[src/rtl/uart_isr_pkg.sv]
// Package: shared constants and the cause-to-code mapping of the
// interrupt status unit. Assumes five causes, ranked by index (0 highest).
package uart_isr_pkg;

    localparam int NUM_CAUSE = 5;
    localparam int CODE_W    = 3;
    localparam int WORD_W    = 8;
    localparam int IDX_W     = $clog2(NUM_CAUSE);

    localparam int C_LINE  = 0;
    localparam int C_RXRDY = 1;
    localparam int C_RXTMO = 2;
    localparam int C_TXEMP = 3;
    localparam int C_MODEM = 4;

    // Returns the status code for a cause index.
    function automatic logic [CODE_W-1:0] cause_code(input int idx);
        logic [CODE_W-1:0] c;
        case (idx)
            C_LINE:  c = 3'b011;
            C_RXRDY: c = 3'b010;
            C_RXTMO: c = 3'b110;
            C_TXEMP: c = 3'b001;
            default: c = 3'b000;
        endcase
        return c;
    endfunction

endpackage

[src/rtl/isr_pend_bank.sv]
// Pending-flag bank: one flag per cause. A flag is set by an enabled set
// pulse, cleared by its clear bit, and dropped when its enable is low.
// Set has precedence over clear. Assumes a synchronous active-low reset.
module isr_pend_bank #(
    parameter int N = 5
) (
    input  logic         clk,
    input  logic         rst_n,
    input  logic [N-1:0] set_i,
    input  logic [N-1:0] en_i,
    input  logic [N-1:0] clr_i,
    output logic [N-1:0] pend_o
);

    for (genvar i = 0; i < N; i++) begin : g_flag
        logic flag_q;

        // Holds one cause's pending flag across cycles.
        always_ff @(posedge clk) begin
            if (!rst_n)
                flag_q <= 1'b0;
            else
                flag_q <= en_i[i] & (set_i[i] | (flag_q & ~clr_i[i]));
        end

        assign pend_o[i] = flag_q;
    end

endmodule

[src/rtl/isr_prio_pick.sv]
// Priority picker: grants the lowest-indexed active request and reports
// whether any request is active. Assumes index 0 is most urgent.
module isr_prio_pick #(
    parameter int N = 5
) (
    input  logic [N-1:0] req_i,
    output logic [N-1:0] grant_o,
    output logic         any_o
);

    // Walks from the least urgent up so the most urgent request wins.
    always_comb begin
        grant_o = '0;
        for (int i = N - 1; i >= 0; i--) begin
            if (req_i[i]) begin
                grant_o    = '0;
                grant_o[i] = 1'b1;
            end
        end
    end

    // Flags that at least one request is active.
    assign any_o = |req_i;

endmodule

[src/rtl/isr_word_fmt.sv]
// Status word formatter: places the mode flags, the cause code and the
// active-low none-pending bit into the 8-bit status word.
// Assumes the code is already zero when nothing is pending.
module isr_word_fmt
    import uart_isr_pkg::*;
(
    input  logic              any_i,
    input  logic [CODE_W-1:0] code_i,
    input  logic              fifo_on_i,
    input  logic              fifo_deep_i,
    output logic [WORD_W-1:0] word_o
);

    // Assembles the status word field by field.
    always_comb begin
        word_o      = '0;
        word_o[7]   = fifo_on_i;
        word_o[6]   = fifo_on_i;
        word_o[5]   = fifo_deep_i;
        word_o[4]   = 1'b0;
        word_o[3:1] = code_i;
        word_o[0]   = ~any_i;
    end

endmodule

[src/rtl/uart_isr_unit.sv]
// Top of the interrupt status unit. Latches cause pulses, masks them by
// their enables, picks the most urgent one, formats the status word and
// clears only the reported cause on a read strobe. Assumes rd_stb is a
// one-cycle strobe per read.
module uart_isr_unit
    import uart_isr_pkg::*;
(
    input  logic                 clk,
    input  logic                 rst_n,
    input  logic [NUM_CAUSE-1:0] src_set,
    input  logic [NUM_CAUSE-1:0] src_en,
    input  logic                 fifo_on,
    input  logic                 fifo_deep,
    input  logic                 rd_stb,
    output logic [WORD_W-1:0]    status,
    output logic                 irq
);

    logic [NUM_CAUSE-1:0] pend_q;
    logic [NUM_CAUSE-1:0] active;
    logic [NUM_CAUSE-1:0] grant;
    logic [NUM_CAUSE-1:0] clr;
    logic                 any_act;
    logic [CODE_W-1:0]    code;

    isr_pend_bank #(.N(NUM_CAUSE)) u_bank (
        .clk    (clk),
        .rst_n  (rst_n),
        .set_i  (src_set),
        .en_i   (src_en),
        .clr_i  (clr),
        .pend_o (pend_q)
    );

    // Hides causes whose enable is low in the current cycle.
    assign active = pend_q & src_en;

    isr_prio_pick #(.N(NUM_CAUSE)) u_pick (
        .req_i   (active),
        .grant_o (grant),
        .any_o   (any_act)
    );

    // Maps the one-hot grant onto its cause code.
    always_comb begin
        code = '0;
        for (int i = 0; i < NUM_CAUSE; i++) begin
            if (grant[i])
                code = code | cause_code(i);
        end
    end

    // Clears only the reported cause, and only on a read.
    assign clr = rd_stb ? grant : '0;

    isr_word_fmt u_fmt (
        .any_i       (any_act),
        .code_i      (code),
        .fifo_on_i   (fifo_on),
        .fifo_deep_i (fifo_deep),
        .word_o      (status)
    );

    // Raises the interrupt line while any enabled cause is pending.
    assign irq = any_act;

endmodule

[config.mk]
export PLATFORM = sky130hd
export DESIGN_NAME = uart_isr_unit
export DESIGN_NICKNAME = d
export VERILOG_FILES = /design/src/rtl/uart_isr_pkg.sv /design/src/rtl/isr_pend_bank.sv /design/src/rtl/isr_prio_pick.sv /design/src/rtl/isr_word_fmt.sv /design/src/rtl/uart_isr_unit.sv
export SDC_FILE = /design/constraint.sdc
export NUM_CORES = 1
export LEC_CHECK = 0
export BUFFER_PORTS_ARGS = -buffer_cell sky130_fd_sc_hd__buf_2
export CORE_AREA = 10 10 47 49
export DETAILED_ROUTE_END_ITERATION = 10
export DIE_AREA = 0 0 57 59
export GPL_TIMING_DRIVEN = 0
export SLEW_MARGIN = 10
export SYNTH_ARGS = -nofsm -noshare
export SYNTH_HDL_FRONTEND = slang
export SYNTH_SLANG_ARGS = --single-unit
[constraint.sdc]
create_clock -name clk -period 1.5 [get_ports clk]
set_input_delay 0.3 -clock clk [delete_from_list [all_inputs] [get_ports clk]]
set_output_delay 0.3 -clock clk [all_outputs]
set_load 0.01 [all_outputs]
==> results of run 1 <==
stage by stage:
step / worst slack (ns) / area (um^2)
floorplan: 0.132 / 287
global placement: -0.213 / 407
detailed placement: -0.225 / 407
CTS: -0.265 / 462
global route: -0.319 / 462
finish: -0.217 / 462
placed cells by master, fill, tap and decap left out:
master     n
o21ai_0    1
clkbuf_4   3
a31oi_1    2
o31a_1     1
buf_6      2
a222oi_1   1
o211ai_1   1
inv_2      1
o211a_1    3
dfxtp_1    4
buf_2     18
buf_4      6
inv_1      3
conb_1     1
nor2_1     2
clkbuf_1   1
dfxtp_2    1
a21o_2     1
a21oi_1    2
a21boi_0   1
nand2_1    8
cell type report:
class	instances	area, um^2
Sequential cell	5	101
Tap cell	16	20.0
Timing Repair Buffer	22	128
Fill cell	160	940
Clock buffer	4	26.3
Multi-Input combinational cell	24	141
Inverter	4	15.0
Buffer	4	30.0
logic make-up after synthesis:
group | count (synthesis) | share of synthesized area (%)
AO/OA/AOI/OAI | 13 | 34.9
buffers and inverters | 8 | 15.7
flip-flops | 5 | 34.9
other | 1 | 1.31
AND/OR/NAND/NOR | 10 | 13.1
cell usage after synthesis:
cell type  count  area share, %
a222oi_1       1            3.5
nand2_1        8             10
inv_1          4            5.2
a31oi_1        2            4.4
o211a_1        3             10
o31a_1         1            3.1
a21o_2         1            3.1
buf_4          4             10
o21ai_0        1            1.7
a21oi_1        2            3.5
conb_1         1            1.3
o211ai_1       1            2.6
dfxtp_1        5             35
a21boi_0       1            2.6
nor2_1         2            2.6
layer usage:
layer | share of wire, % | vias to the layer above | track usage, %
met1 | 32 | 147 | 3.08
met5 | 0 | - | 0
met3 | 8.5 | 0 | 3.65
met2 | 60 | 15 | 9.61
met4 | 0 | 0 | 4.03
li1 | - | 177 | -
worst min path at each step:
| stage | end | slack [ns] |
|---|---|---|
| after CTS | u_bank.g_flag[0].flag_q | 0.26 |
| after detailed placement | u_bank.g_flag[0].flag_q | 0.52 |
| final | u_bank.g_flag[0].flag_q | 0.26 |
| after global routing | u_bank.g_flag[0].flag_q | 0.28 |
| after global placement | u_bank.g_flag[0].flag_q | 0.50 |
| after floorplan | u_bank.g_flag[3].flag_q | 0.40 |
power by group:
group / internal [mW] / total (mW) / switching, mW / leakage, nW
Clock: 0.101 / 0.159 / 0.0586 / 0.0150
Sequential: 0.140 / 0.144 / 0.00409 / 0.0415
Combinational: 0.0513 / 0.0922 / 0.0409 / 0.223
Total: 0.292 / 0.395 / 0.104 / 0.279
worst reg2reg max path: stages (launching register included):
cell      delay (ns)
dfxtp_2         0.32
a222oi_1        0.37
nand2_1         0.15
buf_4           0.15
o31a_1          0.22
timing repair:
item	in CTS	in global routing
pin swaps	2	1
setup buffers	3	0
endpoints found under the setup margin	3	3
resized for setup	4	0
gates cloned	0	0
==> flow_summary.toml, run 1 <==
[die]
start_util_pct = 20.4
fp.dieH_um = 59
num_rows = 14
dieArea_mm2 = 0.00336
ioPinCount = 24
die_w_um = 57
core_mm2 = 0.00140

[logic_synthesis]
ys_ff_latch = 5
yosys.cell_types.count = 15
ys_seq_area_share_pct = 34.9
syn_area_um2 = 287
synth_nets = 52
synth_warnings = 0
syn_avg_cell_area_um2 = 7.74
synth_cells = 37

[setup_path]
cp_slowest_cell = "a222oi_1"
cp-startpoint = "u_bank.g_flag[1].flag_q"
rr_worst_depth = 4
required_ns = 1.20
r2r_end = "u_bank.g_flag[4].flag_q"
rrSetupSlack_ns = 0.18
path_cells = "a222oi_1 -> nand2_1 -> a21o_2 -> buf_6"
crit_buf_inv = 1
critPathCapture = "irq"
worstReg2RegStart = "u_bank.g_flag[1].flag_q"
cp_top_family = "compound AO/OA/AOI/OAI gates"
path_depth = 4
arrival_ns = 1.42
endpoint_kind = "output pin"
max_stage_delay_ns = 0.37
start_kind = "flop"
critPathKind = "reg2out"
cp_max_fo = 3

[layout]
regMostFlops = "u_bank.g_flag.flag_q"
largest_reg_flops = 5
final_cells = 79
final_core_util_pct = 32.9
finalNetCount = 79
area_growth_pct = 61.1
diodes = 0
largest_registers = "u_bank.g_flag.flag_q: 5 flops"
drive_above_1_share_pct = 50.8

[run]
maxCapViolCount = 0

[timing]
clock.fmax_ghz = 0.583
setup_ws_ns = -0.217
min_period_ns = 1.72
fin_tns_setup_ns = -0.427
hold_viol = 0
fin_crit_sh_pct = 114
skew_ns = 0.000331
setup_viol = 3
hold_ws_ns = 0.263
rsz0062_at_grt = "yes"
slew_viol_final = 0

[grt]
grt_usage_pct = 5.05
grt_max_degree = 6
grt_pass1_vias = 344
grt_pass1_wl_um = 1280
grt_overflow = 0
antenna_found_initial = 0

[clock_network]
clock_latency_ns = 0.24
cts_buffers = 3
numClockSinks = 5
htreeDepth = 1
clkTransAtPathRegs_ns = 0.04
cts_tree = "yes"
hold_buffers = 0
clockBufferDepth = 2
clockRootBuffer = "clkbuf_4"

[status]
status = "finished with violations"
violations = "negative setup slack"

[hold_path]
hp-class = "in2reg"
worstHoldPathCells = 3
min_from = "src_set[0]"

[route]
drc = 0
first_pass_iters = 4
num_vias = 339
wl_um = 909
vias_per_cell = 4.29
drt_iter0_drc = 9
wire_per_inst_um = 11.5
antenna_left = 0

[place]
placement.io_buffers = 20
dp_cells = 73
gp_congestion = 0.663

[power]
peakVddDrop_uv = 266
power.total_uw = 395
p_leak_nw = 0.279
p_per_area_mw_per_mm2 = 857
Note: power is estimated with default switching activity, not from simulation.
==> run 2: changes to the inputs <==
Clock period 1.5 ns to 1.98 ns, I/O delays scaled along.
==> run 2 against run 1 <==
Clock power fell by 25%. Critical path depth grew 1. The run now ends clean. Critical path type unchanged. Total power is 26% lower. Routed wire length decreased by 1.2%. Critical endpoint unchanged. Via count fell by 1.2%. Sequential cell count is the same.
==> flow_summary.toml, run 2 (synthesis results as in run 1) <==
[status]
status = "complete, no violations"

[clock_network]
numClockSinks = 5
clock_latency_ns = 0.24
clkTransAtPathRegs_ns = 0.04
cts_tree = "yes"
clockBufferDepth = 2
cts_buffers = 3
htreeDepth = 1
cts_resized = 0
hold_buffers = 0
clockRootBuffer = "clkbuf_4"

[setup_path]
r2r_end = "u_bank.g_flag[4].flag_q"
cp_max_fo = 3
start_kind = "flop"
endpoint_kind = "output pin"
max_stage_delay_ns = 0.33
critPathKind = "reg2out"
path_cells = "a222oi_1 -> buf_4 -> nand2_1 -> a21o_2 -> buf_2"
required_ns = 1.58
cp_slowest_cell = "a222oi_1"
worstReg2RegStart = "u_bank.g_flag[1].flag_q"
rrSetupSlack_ns = 0.74
arrival_ns = 1.46
rr_worst_depth = 4

[layout]
nFillCells = 166
regMostFlops = "u_bank.g_flag.flag_q"
layout_commonest_cell = "buf_2"
finalInstanceArea_um2 = 440
regArea_um2 = 100
drive_above_1_share_pct = 46.8
multi_input_comb_area_um2 = 141
layout_common_cells = "buf_2 (20), nand2_1 (8), buf_4 (5), dfxtp_1 (5), inv_1 (4)"
final_core_util_pct = 31.4
diodes = 0
finalNetCount = 78
area_growth_pct = 53.7
largest_reg_flops = 5
final_cells = 78
largest_registers = "u_bank.g_flag.flag_q: 5 flops"

[power]
peakVddDrop_uv = 201
power.total_uw = 291
p_leak_nw = 0.273
p_per_area_mw_per_mm2 = 660

[grt]
grt_pass1_wl_um = 1290
grt_pass1_vias = 340
grt_max_degree = 6
antenna_found_initial = 0
grt_overflow = 0
grt_usage_pct = 5.09

[timing]
min_period_ns = 1.86
setup_ws_ns = 0.123
fin_tns_setup_ns = 0
clock.fmax_ghz = 0.538
setup_viol = 0
slew_viol_final = 0
hold_viol = 0
rsz0062_at_grt = "no"
hold_ws_ns = 0.359
skew_ns = 0.000208
fin_crit_sh_pct = 93.8

[die]
die_w_um = 57
ioPinCount = 24
core_mm2 = 0.00140
num_rows = 14
dieArea_mm2 = 0.00336
fp.dieH_um = 59
start_util_pct = 20.4

[run]
maxCapViolCount = 0

[place]
dp_slack_ns = 0.0630
dp_cells = 73
gp_congestion = 0.663
placed_area_um2 = 407
placement.io_buffers = 20

[route]
num_vias = 335
antenna_left = 0
wire_per_inst_um = 11.5
first_pass_iters = 4
wl_um = 898
drt_iter0_drc = 23
vias_per_cell = 4.29
drc = 0

[hold_path]
worstHoldPathCells = 3
hold_path_end = "u_bank.g_flag[0].flag_q"
hp-class = "in2reg"
min_from = "src_set[0]"
-- run 2: timing repair --
item / 4_1_cts / 5_1_grt
endpoints found under the hold margin: 0 / 0
buffers inserted: 0 / 1
endpoints found under the setup margin: 0 / 2
-- run 2: how the worst max path moves through the flow --
| stage | cells after the start | slack [ns] | from | endpoint |
|---|---|---|---|---|
| detailed placement | 5 | 0.06 | src_en[1] | irq |
| global route | 5 | 0.03 | u_bank.g_flag[1].flag_q | irq |
| global placement | 5 | 0.08 | src_en[1] | irq |
| CTS | 4 | 0.02 | u_bank.g_flag[1].flag_q | irq |
| finish | 5 | 0.12 | u_bank.g_flag[1].flag_q | irq |
| floorplan | 3 | 0.42 | src_en[1] | status[0] |
-- run 2: per-layer routing --
| metal | vias to the layer above | global-route usage (%) | share of wire (%) | wire [um] |
|---|---|---|---|---|
| met5 | - | 0 | 0 | 0 |
| met4 | 0 | 4.03 | 0 | 0 |
| met3 | 0 | 3.65 | 8.5 | 76 |
| met2 | 15 | 9.61 | 58 | 524 |
| li1 | 176 | - | - | - |
| met1 | 144 | 3.20 | 33 | 296 |
-- run 2: final cells by class --
class | instances | area share [%]
clock buffer | 4 | 5.97
multi-input combinational | 24 | 32.1
sequential | 5 | 22.7
inverter | 4 | 3.41
tap | 16 | 4.55
timing repair buffer | 21 | 24.4
buffer | 4 | 6.82
-- run 2: where the power goes --
part	switching [mW]	internal (mW)	total (mW)
clock	0.0440	0.0763	0.120
sequential	0.00315	0.106	0.109
combinational	0.0293	0.0324	0.0617
total	0.0764	0.214	0.291
-- run 2: worst max-delay path, delay by kind of cell (launching register included) --
| family | cells | cell delay, ns |
|---|---|---|
| AOI/OAI and AO/OA | 2 | 0.52 |
| DFF | 1 | 0.31 |
| buffers and inverters | 2 | 0.30 |
| and+or+nand+nor | 1 | 0.08 |
